===== src/rtl/dacc_pkg.sv =====
package dacc_pkg;
    typedef enum logic [1:0] {
        ST_IDLE  = 2'd0,
        ST_ISSUE = 2'd1,
        ST_WAIT  = 2'd2,
        ST_DONE  = 2'd3
    } dacc_state_e;

    localparam logic [1:0] SZ_BYTE = 2'd0;
    localparam logic [1:0] SZ_HALF = 2'd1;
    localparam logic [1:0] SZ_WORD = 2'd2;
endpackage


===== src/rtl/dacc_lane_map.sv =====
module dacc_lane_map #(
    parameter int DW = 32,
    localparam int NB = DW / 8,
    localparam int OW = $clog2(NB)
) (
    input  logic [OW-1:0] off_i,
    input  logic [1:0]    size_i,
    input  logic [DW-1:0] wdata_i,
    output logic [NB-1:0] be_lo_o,
    output logic [NB-1:0] be_hi_o,
    output logic [DW-1:0] wd_lo_o,
    output logic [DW-1:0] wd_hi_o,
    output logic          split_o,
    output logic          misal_o
);
    logic [1:0]      sz;
    logic [OW:0]     nbytes;
    logic [OW:0]     nb_m1;
    logic [2*NB-1:0] base;
    logic [2*NB-1:0] mask;
    logic [2*DW-1:0] wsh;

    always_comb begin
        sz      = (size_i > 2'(OW)) ? 2'(OW) : size_i;
        nbytes  = (OW+1)'(1) << sz;
        nb_m1   = nbytes - (OW+1)'(1);
        base    = ((2*NB)'(1) << nbytes) - (2*NB)'(1);
        mask    = base << off_i;
        wsh     = {{DW{1'b0}}, wdata_i} << {off_i, 3'b000};
        be_lo_o = mask[NB-1:0];
        be_hi_o = mask[2*NB-1:NB];
        wd_lo_o = wsh[DW-1:0];
        wd_hi_o = wsh[2*DW-1:DW];
        split_o = |mask[2*NB-1:NB];
        misal_o = (off_i & nb_m1[OW-1:0]) != '0;
    end
endmodule


===== src/rtl/dacc_load_merge.sv =====
module dacc_load_merge #(
    parameter int DW = 32,
    localparam int NB = DW / 8,
    localparam int OW = $clog2(NB)
) (
    input  logic [DW-1:0] lo_i,
    input  logic [DW-1:0] hi_i,
    input  logic [OW-1:0] off_i,
    input  logic [1:0]    size_i,
    input  logic          unsigned_i,
    output logic [DW-1:0] res_o
);
    import dacc_pkg::*;

    logic [2*DW-1:0] joined;
    logic            sx;

    always_comb begin
        joined = {hi_i, lo_i} >> {off_i, 3'b000};
        sx     = 1'b0;
        case (size_i)
            SZ_BYTE: begin
                sx    = ~unsigned_i & joined[7];
                res_o = {{(DW-8){sx}}, joined[7:0]};
            end
            SZ_HALF: begin
                sx    = ~unsigned_i & joined[15];
                res_o = {{(DW-16){sx}}, joined[15:0]};
            end
            default: res_o = joined[DW-1:0];
        endcase
    end
endmodule


===== src/rtl/dacc_splitter.sv =====
module dacc_splitter #(
    parameter int ADDR_W = 32,
    parameter int DW     = 32,
    localparam int NB    = DW / 8,
    localparam int OW    = $clog2(NB)
) (
    input  logic              clk,
    input  logic              rst_n,
    input  logic              req_valid_i,
    output logic              req_ready_o,
    input  logic              req_write_i,
    input  logic [1:0]        req_size_i,
    input  logic              req_unsigned_i,
    input  logic [ADDR_W-1:0] req_addr_i,
    input  logic [DW-1:0]     req_wdata_i,
    output logic              bus_req_o,
    input  logic              bus_gnt_i,
    output logic [ADDR_W-1:0] bus_addr_o,
    output logic              bus_we_o,
    output logic [NB-1:0]     bus_be_o,
    output logic [DW-1:0]     bus_wdata_o,
    output logic              bus_first_o,
    output logic              bus_second_o,
    input  logic              bus_rvalid_i,
    input  logic [DW-1:0]     bus_rdata_i,
    input  logic              bus_err_i,
    output logic              done_o,
    output logic [DW-1:0]     rdata_o,
    output logic              err_o,
    output logic              misaligned_o
);
    import dacc_pkg::*;

    localparam int WIDX_W = ADDR_W - OW;

    typedef struct packed {
        dacc_state_e       st;
        logic              beat;
        logic              wr;
        logic [1:0]        size;
        logic              uns;
        logic [WIDX_W-1:0] widx;
        logic [OW-1:0]     off;
        logic [DW-1:0]     wdata;
        logic [DW-1:0]     rd_lo;
        logic [DW-1:0]     rd_hi;
        logic              err;
    } ctx_t;

    ctx_t ctx_d, ctx_q;

    logic [NB-1:0] be_lo, be_hi;
    logic [DW-1:0] wd_lo, wd_hi, merged;
    logic          split, misal;

    dacc_lane_map #(.DW(DW)) u_lane (
        .off_i   (ctx_q.off),
        .size_i  (ctx_q.size),
        .wdata_i (ctx_q.wdata),
        .be_lo_o (be_lo),
        .be_hi_o (be_hi),
        .wd_lo_o (wd_lo),
        .wd_hi_o (wd_hi),
        .split_o (split),
        .misal_o (misal)
    );

    dacc_load_merge #(.DW(DW)) u_merge (
        .lo_i       (ctx_q.rd_lo),
        .hi_i       (ctx_q.rd_hi),
        .off_i      (ctx_q.off),
        .size_i     (ctx_q.size),
        .unsigned_i (ctx_q.uns),
        .res_o      (merged)
    );

    always_comb begin
        ctx_d = ctx_q;
        case (ctx_q.st)
            ST_IDLE: begin
                if (req_valid_i) begin
                    ctx_d.st    = ST_ISSUE;
                    ctx_d.beat  = 1'b0;
                    ctx_d.wr    = req_write_i;
                    ctx_d.size  = req_size_i;
                    ctx_d.uns   = req_unsigned_i;
                    ctx_d.widx  = req_addr_i[ADDR_W-1:OW];
                    ctx_d.off   = req_addr_i[OW-1:0];
                    ctx_d.wdata = req_wdata_i;
                    ctx_d.rd_lo = '0;
                    ctx_d.rd_hi = '0;
                    ctx_d.err   = 1'b0;
                end
            end
            ST_ISSUE: begin
                if (bus_gnt_i) ctx_d.st = ST_WAIT;
            end
            ST_WAIT: begin
                if (bus_rvalid_i) begin
                    if (ctx_q.beat) ctx_d.rd_hi = bus_rdata_i;
                    else            ctx_d.rd_lo = bus_rdata_i;
                    ctx_d.err = ctx_q.err | bus_err_i;
                    if (!ctx_q.beat && split) begin
                        ctx_d.beat = 1'b1;
                        ctx_d.st   = ST_ISSUE;
                    end else begin
                        ctx_d.st = ST_DONE;
                    end
                end
            end
            default: ctx_d.st = ST_IDLE;
        endcase
    end

    always_ff @(posedge clk or negedge rst_n) begin
        if (!rst_n) ctx_q <= '0;
        else        ctx_q <= ctx_d;
    end

    assign req_ready_o  = (ctx_q.st == ST_IDLE);
    assign bus_req_o    = (ctx_q.st == ST_ISSUE);
    assign bus_addr_o   = {ctx_q.widx + WIDX_W'(ctx_q.beat), {OW{1'b0}}};
    assign bus_we_o     = ctx_q.wr;
    assign bus_be_o     = ctx_q.beat ? be_hi : be_lo;
    assign bus_wdata_o  = ctx_q.beat ? wd_hi : wd_lo;
    assign bus_first_o  = bus_req_o & ~ctx_q.beat;
    assign bus_second_o = bus_req_o & ctx_q.beat;
    assign done_o       = (ctx_q.st == ST_DONE);
    assign rdata_o      = (done_o && !ctx_q.wr) ? merged : '0;
    assign err_o        = done_o & ctx_q.err;
    assign misaligned_o = (ctx_q.st != ST_IDLE) & misal;

    AST_REQ_HOLD: assert property (@(posedge clk) disable iff (!rst_n)
        bus_req_o && !bus_gnt_i |=> bus_req_o && $stable(bus_addr_o) && $stable(bus_be_o));
    AST_BE_NONEMPTY: assert property (@(posedge clk) disable iff (!rst_n)
        bus_req_o |-> bus_be_o != '0);
    AST_ONE_HALF_FLAG: assert property (@(posedge clk) disable iff (!rst_n)
        bus_req_o |-> $countones({bus_first_o, bus_second_o}) == 1);
    AST_SECOND_AFTER_RESP: assert property (@(posedge clk) disable iff (!rst_n)
        $rose(bus_second_o) |-> $past(bus_rvalid_i));
    AST_DONE_PULSE: assert property (@(posedge clk) disable iff (!rst_n)
        done_o |=> !done_o);
    AST_DONE_AFTER_RESP: assert property (@(posedge clk) disable iff (!rst_n)
        $rose(done_o) |-> $past(bus_rvalid_i));
endmodule


===== config.mk =====
export PLATFORM = sky130hd
export DESIGN_NAME = dacc_splitter
export DESIGN_NICKNAME = d
export VERILOG_FILES = /design/src/rtl/dacc_pkg.sv /design/src/rtl/dacc_lane_map.sv /design/src/rtl/dacc_load_merge.sv /design/src/rtl/dacc_splitter.sv
export SDC_FILE = /design/constraint.sdc
export NUM_CORES = 1
export LEC_CHECK = 0
export BUFFER_PORTS_ARGS = -buffer_cell sky130_fd_sc_hd__clkbuf_2
export CELL_PAD_IN_SITES_DETAIL_PLACEMENT = 0
export CELL_PAD_IN_SITES_GLOBAL_PLACEMENT = 1
export CORE_ASPECT_RATIO = 2
export CORE_MARGIN = 10
export CORE_UTILIZATION = 40
export DETAILED_ROUTE_END_ITERATION = 12
export GPL_ROUTABILITY_DRIVEN = 0
export HOLD_SLACK_MARGIN = 0.12
export PLACE_DENSITY = 0.83
export SETUP_SLACK_MARGIN = 0.3
export SYNTH_ARGS = -nofsm -noshare
export SYNTH_HDL_FRONTEND = slang
export SYNTH_HIERARCHICAL = 1
export SYNTH_SLANG_ARGS = --single-unit
export TNS_END_PERCENT = 100

===== constraint.sdc =====
create_clock -name clk -period 2.3 [get_ports clk]
set_input_delay 0.115 -clock clk [delete_from_list [all_inputs] [get_ports clk]]
set_output_delay 0.115 -clock clk [all_outputs]
set_load 0.1 [all_outputs]

==> run summary <==
Status: complete, but fails checks
Failing checks: setup timing
Total CTS buffers: 17
Commonest non-fill, non-tap cell in the layout: buf_12
Mapped Avg Cell Area: 10.4 um^2
Routed wire per std cell: 23.7 um
Capturing point of the worst reg2reg path: ctx_q[17]
TNS Setup: -1.52 ns
CTS root buf: clkbuf_16
CTS tree: done
Drt pass-1 iters: 4
Final core utilization: 75.4%
Worst-Skew Late Latency: 0.42 ns
Worst setup margin: -0.137 ns
Row count: 74
WP data required: 2.18 ns
Worst slack, placed: 0.219 ns
DIE WIDTH: 121 um
Sinks on Clock Net: 128
RSZ-0062 raised after global routing: yes
Routed WL: 34200 um
Final period util: 106%
Hpwl dp: 19300 um
Max-cap violations: 0
Port buffer count: 211
Commonest non-fill, non-tap cells in the layout: buf_12 (120), dfrtp_1 (114), nand2_1 (113)
Final Hold Viols: 0
Antenna Nets Post-Route: 0
Worst EP arrival: 2.32 ns
FILL cells: 1221
Synth warn: 6
RR Startpoint: ctx_q[133]
Vias per cell: 5.47
Share of cells above drive strength 1: 57.0%
Synthesis-to-finish area growth: 86.6%
# DRC: 0
R2R cell count: 5
Flop2flop setup slack: 0.20 ns
I/O pin count: 214
Hold Path Cell Cnt: 4
Core box area: 20400 um^2
Cell count after synthesis: 787
Worst slew margin relative to its limit: 49.6%
Die area: 27000 um^2
Skew final: 0.00913 ns
Gr usage total: 23.1%
Starting density of the core: 40.4%
Final nets: 1275
Hold EP: ctx_q[133]
Vias in the first global route: 8639
Clk pin slew, worst setup/hold paths: 0.06 ns
Crit path max fanout: 8
Setup violators final: 34
Worst Tran Pin Value: 0.755 ns
CP startpoint kind: flop
H-tree depth: 4
F_max: 410 MHz
Min Clock Period, post-route: 2.44 ns
Worst Hold Class: in -> reg
Die Y: 223 um
Grt total ovfl: 0
Bufs on Longest Clock Path: 2
First-pass GRT wire length: 48900 um
Min-delay src: req_valid_i
Post-Syn Area: 8220 um^2
Fin Hold WS: 0.207 ns
Iteration-0 DRC Markers: 446
Initial antenna violation count: 1
Largest net degree at the start of global routing: 70
Max-slew violation count: 0
Crit end category: output port
Via count: 7919
Crit Path Category: reg -> out
-- state kept, by name, summed over array words and instances (netlist names) --
signal	cells
ctx_q	127
bus_we_o	1
-- worst max path at each step --
| stage | end | from | depth (start not counted) | slack, ns |
|---|---|---|---|---|
| 6_report | bus_addr_o[16] | ctx_q[133] | 8 | -0.14 |
| 5_1_grt | bus_addr_o[30] | ctx_q[133] | 8 | -0.23 |
| 4_1_cts | bus_addr_o[26] | ctx_q[133] | 8 | -0.05 |
| 3_5_place_dp | bus_wdata_o[22] | ctx_q[97] | 4 | 0.22 |
| 3_3_place_gp | bus_wdata_o[27] | ctx_q[97] | 5 | 0.26 |
| 2_1_floorplan | misaligned_o | ctx_q[97] | 6 | -0.09 |
-- critical path, stage by stage (launching register included) --
cell,delay [ns]
dfrtp_2,0.45
ha_4,0.16
ha_4,0.12
nand3_2,0.10
nor2_1,0.14
buf_4,0.20
nand3_1,0.24
xnor2_4,0.27
buf_12,0.21
-- routing by layer --
layer,vias to the layer above,track usage [%],routed length (um)
met1,3924,23.9,11600
li1,3531,-,-
met5,-,0,0
met4,0,12.5,1860
met2,357,41.6,18900
met3,107,5.33,1850
-- stage by stage --
step / cells / instance area, um^2
floorplan: 796 / 8840
global placement: 1225 / 11600
detailed placement: 1225 / 11600
CTS: 1422 / 14800
global route: 1446 / 15300
finish: 1447 / 15300
-- what timing repair did --
action | in CTS | in global routing
pin swaps | 45 | 42
resized for setup | 226 | 74
hold buffers | 105 | 0
gates cloned | 17 | 4
setup buffers | 43 | 19
endpoints found under the setup margin | 94 | 137
endpoints found under the hold margin | 194 | 0
-- final cells by class --
class	instances	area, um^2	area share, %
sequential	128	3230	21.0
timing repair buffer	426	5120	33.4
multi-input combinational	586	5940	38.7
inverter	4	27.5	0.179
clock buffer	20	457	2.98
timing repair inverter	3	38.8	0.253
clock inverter	12	204	1.33
antenna	2	5.00	0.0326
tap	266	333	2.17
Power is left out: the tool's default activity adds up to more than one toggle a clock period on the data nets, which glitch-free logic cannot reach.
